File: src/rtl/dma_seq_pkg.sv
`timescale 1ns/1ps
package dma_seq_pkg;

  typedef enum logic [2:0] {
    ST_IDLE, ST_DREQ, ST_DRSP, ST_RREQ, ST_RRSP, ST_WREQ, ST_STEP
  } st_e;

  typedef enum logic [1:0] {GR_ELEM, GR_ROW, GR_DESC, GR_CHAIN} gran_e;
  typedef enum logic [1:0] {K_SINGLE, K_1D, K_2D, K_2D_ALT} kind_e;

  typedef struct packed {
    logic  ch_off;
    gran_e irq_g;
    gran_e out_g;
    gran_e in_g;
    logic [1:0] size;
    kind_e kind;
  } ctl_t;

  localparam int CTL_W = $bits(ctl_t);

  // index of the next-pointer word for a kind
  function automatic logic [2:0] last_word(kind_e k);
    case (k)
      K_SINGLE: return 3'd3;
      K_1D:     return 3'd4;
      default:  return 3'd5;
    endcase
  endfunction

  function automatic logic gran_hit(gran_e g, logic row, logic desc, logic chain);
    case (g)
      GR_ELEM: return 1'b1;
      GR_ROW:  return row;
      GR_DESC: return desc;
      default: return chain;
    endcase
  endfunction

endpackage

File: src/rtl/dma_seq_agen.sv
`timescale 1ns/1ps
module dma_seq_agen #(
  parameter int AW = 32,
  parameter int CW = 8,
  parameter int IW = 8
) (
  input  logic [AW-1:0] base_i,
  input  logic [CW-1:0] x_i,
  input  logic [CW-1:0] y_i,
  input  logic [IW-1:0] xinc_i,
  input  logic [IW-1:0] yinc_i,
  input  logic [1:0]    size_i,
  output logic [AW-1:0] addr_o
);
  localparam int PW = CW + IW;
  localparam int SW = PW + 4;

  logic [PW-1:0] xp, yp;
  logic [PW:0]   offs;
  logic [SW-1:0] scaled;

  always_comb begin
    xp     = PW'(x_i) * PW'(xinc_i);
    yp     = PW'(y_i) * PW'(yinc_i);
    offs   = (PW+1)'(xp) + (PW+1)'(yp);
    scaled = SW'(offs) << size_i;
    addr_o = base_i + AW'(scaled);
  end
endmodule

File: src/rtl/dma_seq_loop.sv
`timescale 1ns/1ps
module dma_seq_loop
  import dma_seq_pkg::*;
#(
  parameter int CW = 8
) (
  input  logic          clk_i,
  input  logic          rst_ni,
  input  logic          clr_i,
  input  logic          step_i,
  input  kind_e         kind_i,
  input  logic [CW-1:0] xcnt_i,
  input  logic [CW-1:0] ycnt_i,
  output logic [CW-1:0] x_o,
  output logic [CW-1:0] y_o,
  output logic          row_end_o,
  output logic          desc_end_o
);
  logic [CW-1:0] x_q, y_q;

  assign row_end_o  = (kind_i == K_SINGLE) || (x_q == xcnt_i);
  assign desc_end_o = row_end_o &&
                      ((kind_i == K_SINGLE) || (kind_i == K_1D) || (y_q == ycnt_i));
  assign x_o = x_q;
  assign y_o = y_q;

  always_ff @(posedge clk_i or negedge rst_ni) begin
    if (!rst_ni) begin
      x_q <= '0;
      y_q <= '0;
    end else if (clr_i) begin
      x_q <= '0;
      y_q <= '0;
    end else if (step_i) begin
      if (!row_end_o) begin
        x_q <= x_q + 1'b1;
      end else begin
        x_q <= '0;
        y_q <= desc_end_o ? '0 : y_q + 1'b1;
      end
    end
  end
endmodule

File: src/rtl/dma_seq_pulse.sv
`timescale 1ns/1ps
module dma_seq_pulse
  import dma_seq_pkg::*;
(
  input  logic  clk_i,
  input  logic  rst_ni,
  input  logic  fire_i,
  input  gran_e gran_i,
  input  logic  row_i,
  input  logic  desc_i,
  input  logic  chain_i,
  output logic  pulse_o
);
  always_ff @(posedge clk_i or negedge rst_ni) begin
    if (!rst_ni) pulse_o <= 1'b0;
    else         pulse_o <= fire_i && gran_hit(gran_i, row_i, desc_i, chain_i);
  end
endmodule

File: src/rtl/dma_seq.sv
`timescale 1ns/1ps
module dma_seq
  import dma_seq_pkg::*;
#(
  parameter int AW = 32,
  parameter int CW = 8,
  parameter int IW = 8
) (
  input  logic          clk_i,
  input  logic          rst_ni,
  input  logic          en_set_i,
  input  logic [AW-1:0] ptr_i,
  input  logic          trig_i,
  output logic          ch_en_o,
  output logic          req_valid_o,
  input  logic          req_ready_i,
  output logic          req_write_o,
  output logic [AW-1:0] req_addr_o,
  output logic [1:0]    req_size_o,
  output logic [31:0]   req_wdata_o,
  input  logic          rsp_valid_i,
  input  logic [31:0]   rsp_rdata_i,
  output logic          tr_out_o,
  output logic          irq_o
);
  localparam int LW = CW + 2*IW;

  st_e           st_q;
  logic          en_q, dv_q;
  logic [AW-1:0] ptr_q, src_q, dst_q, nxt_q;
  ctl_t          ctl_q;
  logic [LW-1:0] xw_q, yw_q;
  logic [31:0]   data_q;
  logic [2:0]    widx_q;

  logic [CW-1:0] x_cur, y_cur;
  logic          row_end, desc_end, chain_end, step, stop, load;
  logic [AW-1:0] addr_w [2];
  logic [AW-1:0] base_w [2];
  logic          pulse_w [2];
  gran_e         gsel_w [2];

  assign step      = (st_q == ST_STEP);
  assign load      = (st_q == ST_IDLE) && en_set_i;
  assign chain_end = desc_end && (nxt_q == '0);
  assign stop      = gran_hit(ctl_q.in_g, row_end, desc_end, chain_end) ||
                     chain_end || (desc_end && ctl_q.ch_off);

  dma_seq_loop #(.CW(CW)) u_loop (
    .clk_i      (clk_i),
    .rst_ni     (rst_ni),
    .clr_i      (load),
    .step_i     (step),
    .kind_i     (ctl_q.kind),
    .xcnt_i     (xw_q[CW-1:0]),
    .ycnt_i     (yw_q[CW-1:0]),
    .x_o        (x_cur),
    .y_o        (y_cur),
    .row_end_o  (row_end),
    .desc_end_o (desc_end)
  );

  assign base_w[0] = src_q;
  assign base_w[1] = dst_q;
  assign gsel_w[0] = ctl_q.out_g;
  assign gsel_w[1] = ctl_q.irq_g;

  for (genvar g = 0; g < 2; g++) begin : g_side
    // g=0 source, g=1 destination
    dma_seq_agen #(.AW(AW), .CW(CW), .IW(IW)) u_agen (
      .base_i (base_w[g]),
      .x_i    (x_cur),
      .y_i    (y_cur),
      .xinc_i (xw_q[CW+g*IW +: IW]),
      .yinc_i (yw_q[CW+g*IW +: IW]),
      .size_i (ctl_q.size),
      .addr_o (addr_w[g])
    );
    // g=0 trigger out, g=1 interrupt
    dma_seq_pulse u_pulse (
      .clk_i   (clk_i),
      .rst_ni  (rst_ni),
      .fire_i  (step),
      .gran_i  (gsel_w[g]),
      .row_i   (row_end),
      .desc_i  (desc_end),
      .chain_i (chain_end),
      .pulse_o (pulse_w[g])
    );
  end

  assign tr_out_o = pulse_w[0];
  assign irq_o    = pulse_w[1];
  assign ch_en_o  = en_q;

  always_comb begin
    req_valid_o = (st_q == ST_DREQ) || (st_q == ST_RREQ) || (st_q == ST_WREQ);
    req_write_o = (st_q == ST_WREQ);
    req_wdata_o = data_q;
    req_size_o  = ctl_q.size;
    unique case (st_q)
      ST_DREQ: begin
        req_addr_o = ptr_q + AW'({widx_q, 2'b00});
        req_size_o = 2'd2;
      end
      ST_WREQ: req_addr_o = addr_w[1];
      default: req_addr_o = addr_w[0];
    endcase
  end

  always_ff @(posedge clk_i or negedge rst_ni) begin
    if (!rst_ni) begin
      st_q   <= ST_IDLE;
      en_q   <= 1'b0;
      dv_q   <= 1'b0;
      ptr_q  <= '0;
      src_q  <= '0;
      dst_q  <= '0;
      nxt_q  <= '0;
      ctl_q  <= '0;
      xw_q   <= '0;
      yw_q   <= '0;
      data_q <= '0;
      widx_q <= '0;
    end else begin
      unique case (st_q)
        ST_IDLE: begin
          if (en_set_i) begin
            ptr_q <= ptr_i;
            en_q  <= 1'b1;
            dv_q  <= 1'b0;
          end else if (trig_i && en_q) begin
            if (dv_q) begin
              st_q <= ST_RREQ;
            end else begin
              widx_q <= '0;
              st_q   <= ST_DREQ;
            end
          end
        end
        ST_DREQ: if (req_ready_i) st_q <= ST_DRSP;
        ST_DRSP: begin
          if (rsp_valid_i) begin
            case (widx_q)
              3'd0: begin
                ctl_q <= ctl_t'(rsp_rdata_i[CTL_W-1:0]);
                xw_q  <= '0;
                yw_q  <= '0;
              end
              3'd1: src_q <= rsp_rdata_i[AW-1:0];
              3'd2: dst_q <= rsp_rdata_i[AW-1:0];
              default: begin
                if (widx_q == last_word(ctl_q.kind)) nxt_q <= rsp_rdata_i[AW-1:0];
                else if (widx_q == 3'd3)            xw_q  <= rsp_rdata_i[LW-1:0];
                else                                 yw_q  <= rsp_rdata_i[LW-1:0];
              end
            endcase
            if (widx_q != 3'd0 && widx_q == last_word(ctl_q.kind)) begin
              dv_q <= 1'b1;
              st_q <= ST_RREQ;
            end else begin
              widx_q <= widx_q + 1'b1;
              st_q   <= ST_DREQ;
            end
          end
        end
        ST_RREQ: if (req_ready_i) st_q <= ST_RRSP;
        ST_RRSP: begin
          if (rsp_valid_i) begin
            data_q <= rsp_rdata_i;
            st_q   <= ST_WREQ;
          end
        end
        ST_WREQ: if (req_ready_i) st_q <= ST_STEP;
        ST_STEP: begin
          if (desc_end) begin
            dv_q <= 1'b0;
            if (nxt_q != '0) ptr_q <= nxt_q;
            if (ctl_q.ch_off) en_q <= 1'b0;
          end
          if (stop) begin
            st_q <= ST_IDLE;
          end else if (desc_end) begin
            widx_q <= '0;
            st_q   <= ST_DREQ;
          end else begin
            st_q <= ST_RREQ;
          end
        end
        default: st_q <= ST_IDLE;
      endcase
    end
  end
endmodule

File: config.mk
export PLATFORM = sky130hd
export DESIGN_NAME = dma_seq
export DESIGN_NICKNAME = d
export VERILOG_FILES = /design/src/rtl/dma_seq_pkg.sv /design/src/rtl/dma_seq_agen.sv /design/src/rtl/dma_seq_loop.sv /design/src/rtl/dma_seq_pulse.sv /design/src/rtl/dma_seq.sv
export SDC_FILE = /design/constraint.sdc
export NUM_CORES = 1
export LEC_CHECK = 0
export BUFFER_PORTS_ARGS = -buffer_cell sky130_fd_sc_hd__clkbuf_2
export CAP_MARGIN = 20
export CORE_MARGIN = 2
export CORE_UTILIZATION = 45
export CTS_CLUSTER_SIZE = 8
export DETAILED_ROUTE_END_ITERATION = 6
export SYNTH_ARGS = -nofsm -noshare
export SYNTH_HDL_FRONTEND = slang
export SYNTH_HIERARCHICAL = 1
export SYNTH_SLANG_ARGS = --single-unit
File: constraint.sdc
create_clock -name clk_i -period 16.3 [get_ports clk_i]
set_input_delay 3.26 -clock clk_i [delete_from_list [all_inputs] [get_ports clk_i]]
set_output_delay 3.26 -clock clk_i [all_outputs]
set_load 0.01 [all_outputs]
==> results.sh <==
export IMPL_dieHeight_um=237
export IMPL_syn_nets=2988
export IMPL_post_dp_hpwl_um=56500
export IMPL_cp_max_fo=21
export IMPL_fin_setup_tns_ns=0
export IMPL_insertion_delay_ns=0.56
export IMPL_crit_buf_inv=4
export IMPL_drt_wl_total_um=74000
export IMPL_portBuffers=140
export IMPL_synthSimpleGateAreaFrac=0.159
export IMPL_dpl_worst_slack_ns=4.49
export IMPL_avgSynthCellArea_um2=9.64
export IMPL_async_flop_share=1.00
export IMPL_gp_congestion=0.938
export IMPL_grt_setup_unrepaired="false"
export IMPL_critPathCaptureType="primary output"
export IMPL_layout_nets=3107
export IMPL_r2r_slack_ns=12.31
export IMPL_grt_max_degree=104
export IMPL_hp_class="register to register"
export IMPL_wire_per_inst_um=22.0
export IMPL_cts_setup_buffers=0
export IMPL_tightestPinTransition_ns=1.03
export IMPL_cts_hold_fix_buffers=0
export IMPL_p_sw_mw=1.85
export IMPL_synth_mux_area_frac=0.125
export IMPL_synth_seq_cells=245
export IMPL_post_place_cells=3314
export IMPL_synth_xor_area_share=0.0433
export IMPL_core_um2=53800
export IMPL_syn_inst=2539
export IMPL_num_rows=85
export IMPL_first_global_vias=19500
export IMPL_synth_compound_area_frac=0.101
export IMPL_clkPwrFrac=0.182
export IMPL_final_cell_mix="inv_1, nand2_1, dfrtp_1, mux2_2, and2_1"
export IMPL_drcViolationCount=0
export IMPL_vias=19000
export IMPL_timing_fmax_ghz=0.0798
export IMPL_hold_depth=1
export IMPL_via_per_inst=5.64
export IMPL_setup_slack_ns=3.76
export IMPL_dieArea_um2=56300
export IMPL_p_per_area_nw_per_um2=147
export IMPL_crit_path_top_delay_cell="dfrtp_1"
export IMPL_p_leak_nw=13.5
export IMPL_ir_drop_uv=96.4
export IMPL_syn_area_um2=24500
export IMPL_synth_edf_count=0
export IMPL_drtPass1Iterations=5
export IMPL_clock_root_buffer="clkbuf_16"
export IMPL_slew_violations=0
export IMPL_r2r_end="ptr_q[28]"
export IMPL_post_route_period_util=0.769
export IMPL_ios=141
export IMPL_fin_worst_skew_ns=0.0266
export IMPL_grtUsageTotal=0.269
export IMPL_clkSinkCount=245
export IMPL_hold_viol_final=0
export IMPL_power_frac_comb=0.519
export IMPL_synth_top_family_by_area="adder cells"
export IMPL_hold_path_end="req_wdata_o[3]"
export IMPL_start_kind="register"
export IMPL_synth_flop_cell="dfrtp_1"
export IMPL_crit_type="register to primary output"
export IMPL_fin_cells=3365
export IMPL_worstHoldStart="req_wdata_o[3]"
export IMPL_worstRegToRegCells=9
export IMPL_cts_buffers=37
export IMPL_ctsResizeCount=0
export IMPL_drt_iter0_markers=1300
export IMPL_die_width_um=237
export IMPL_clk_path_buf_depth=3
export IMPL_grt_overflow=0
export IMPL_crit_family="adder cells"
export IMPL_cpMostUsedCell="fa_1"
export IMPL_layout_commonest_cell="inv_1"
export IMPL_pwr_share_seq=0.298
export IMPL_area_growth_pct=9.84
export IMPL_required_ns=13.04
export IMPL_htree_levels=2
export IMPL_synthAdderAreaFrac=0.254
export IMPL_tritoncts="done"
export IMPL_r2r_start="u_loop/y_o[4]"
export IMPL_slew_limit_headroom=0.315
export IMPL_ys_types=99
export IMPL_run_status="complete, no violations"
export IMPL_drv_cap=0
export IMPL_ant_nets=0
export IMPL_ys_seq_area_frac=0.251
export IMPL_cp_slowest_stage_delay_ns=0.91
export IMPL_power_internal_mw=2.11
export IMPL_sw_frac_of_total=0.467
export IMPL_clkTransAtPathRegs_ns=0.06
export IMPL_drive_above_1_share=0.184
export IMPL_setup_violations=0
export IMPL_arrival_ns=9.28
export IMPL_yosysWarnings=6
export IMPL_grt_pass1_wl_um=116000
export IMPL_layout_min_cycle_time_ns=12.54
export IMPL_start_util=0.455
export IMPL_antenna_found_initial=11
[registers in the layout, summed over array words and instances, names as in the netlist]
| name | flops |
|---|---|
| xw_q | 24 |
| nxt_q | 32 |
| widx_q | 3 |
| u_loop/x_o | 8 |
| ch_en_o | 1 |
| yw_q | 24 |
| g_side.u_pulse/pulse_o | 2 |
| dv_q | 1 |
| ptr_q | 32 |
| ctl_q | 11 |
| src_q | 32 |
| u_loop/y_o | 8 |
| dst_q | 32 |
| req_wdata_o | 32 |
| st_q | 3 |
[how the worst max path moves through the flow]
stage / from / to / cells after the start
5_1_grt: u_loop/y_o[5] / req_addr_o[31] / 30
6_report: u_loop/y_o[0] / req_addr_o[31] / 27
3_5_place_dp: u_loop/y_o[0] / req_addr_o[31] / 27
3_3_place_gp: u_loop/y_o[0] / req_addr_o[23] / 27
2_1_floorplan: u_loop/y_o[3] / req_addr_o[20] / 30
4_1_cts: u_loop/y_o[0] / req_addr_o[31] / 27
[cell type report]
cell class	instances	area [µm²]
Antenna cell	3	7.51
Multi-Input combinational cell	1888	16700
Inverter	326	1220
Clock buffer	44	993
Sequential cell	245	6130
Timing Repair Buffer	160	881
Tap cell	696	871
Fill cell	5098	26900
Clock inverter	3	43.8
[power groups by stage]
stage	logic, mW	clock network (mW)	registers [mW]
2_1_floorplan	1.42	0	1.05
3_3_place_gp	2.01	0	1.17
3_5_place_dp	2.03	0	1.18
4_1_cts	2.05	0.742	1.17
5_1_grt	2.23	0.767	1.22
6_report	2.05	0.720	1.18
[metal layers]
| layer | global-route usage | part of all wire | routed length [µm] |
|---|---|---|---|
| met1 | 0.366 | 0.44 | 32200 |
| met2 | 0.432 | 0.46 | 33900 |
| met3 | 0.0376 | 0.058 | 4280 |
| met4 | 0.115 | 0.048 | 3550 |
| met5 | 0 | 0 | 0 |
[synthesized netlist by cell type (5+ instances only)]
cell type  count  area share
a211oi_1      13      0.0040
a21boi_1       5      0.0015
a21o_1        23      0.0071
a21oi_1       92       0.019
a21oi_2        8      0.0029
a31oi_1        9      0.0023
a32o_1         6      0.0025
and2_1       200       0.051
and3_1        29      0.0074
and4_1         6      0.0021
buf_1         12      0.0018
buf_2         14      0.0029
buf_4          9      0.0028
buf_6          7      0.0032
clkbuf_1      37      0.0057
dfrtp_1      245        0.25
fa_1         197        0.16
ha_1         182       0.093
inv_1        323       0.050
mux2_2       225        0.10
mux2i_1       51       0.021
nand2_1      284       0.044
nand2b_1      12      0.0031
nand3_1       30      0.0061
nand4_1       33      0.0084
nor2_1        76       0.012
nor2b_1       11      0.0028
nor3_1        21      0.0043
nor3b_1        7      0.0021
nor4_1        17      0.0043
o211ai_1      18      0.0055
o211ai_2       5      0.0026
o21a_1        15      0.0046
o21ai_0       62       0.013
o21ai_1       14      0.0029
o21bai_1       7      0.0021
o22ai_1       12      0.0031
o31ai_1        8      0.0025
xnor2_1       66       0.024
xor2_1        55       0.020
[per-stage QoR]
stage | hold slack, ns | util | power, mW | instance area, µm²
2_1_floorplan | 0.472 | - | 2.47 | 24500
3_3_place_gp | 0.489 | 0.479 | 3.18 | 25800
3_5_place_dp | 0.495 | 0.480 | 3.21 | 25800
4_1_cts | 0.508 | 0.499 | 3.96 | 26900
5_1_grt | 0.522 | 0.499 | 4.22 | 26900
6_report | 0.503 | 0.499 | 3.95 | 26900
[cell families after synthesis]
| logic type | Yosys count |
|---|---|
| multiplexers | 277 |
| AO/OA/AOI/OAI | 353 |
| buffers and inverters | 406 |
| AND/OR/NAND/NOR | 758 |
| flip-flops | 245 |
| XOR/XNOR | 121 |
| adder cells (fa/ha/maj) | 379 |
[worst register-to-register path, cell delays in order, from the launching register on]
cell and delay [ns]:
dfrtp_1 0.92, xor2_1 0.19, nor4_2 0.63, a21oi_1 0.24, nor2_1 0.14, buf_4 0.21
nand2_1 0.13, o21ai_2 0.60, buf_4 0.41, mux2_2 0.38
Note: power is estimated with default switching activity, not from simulation.
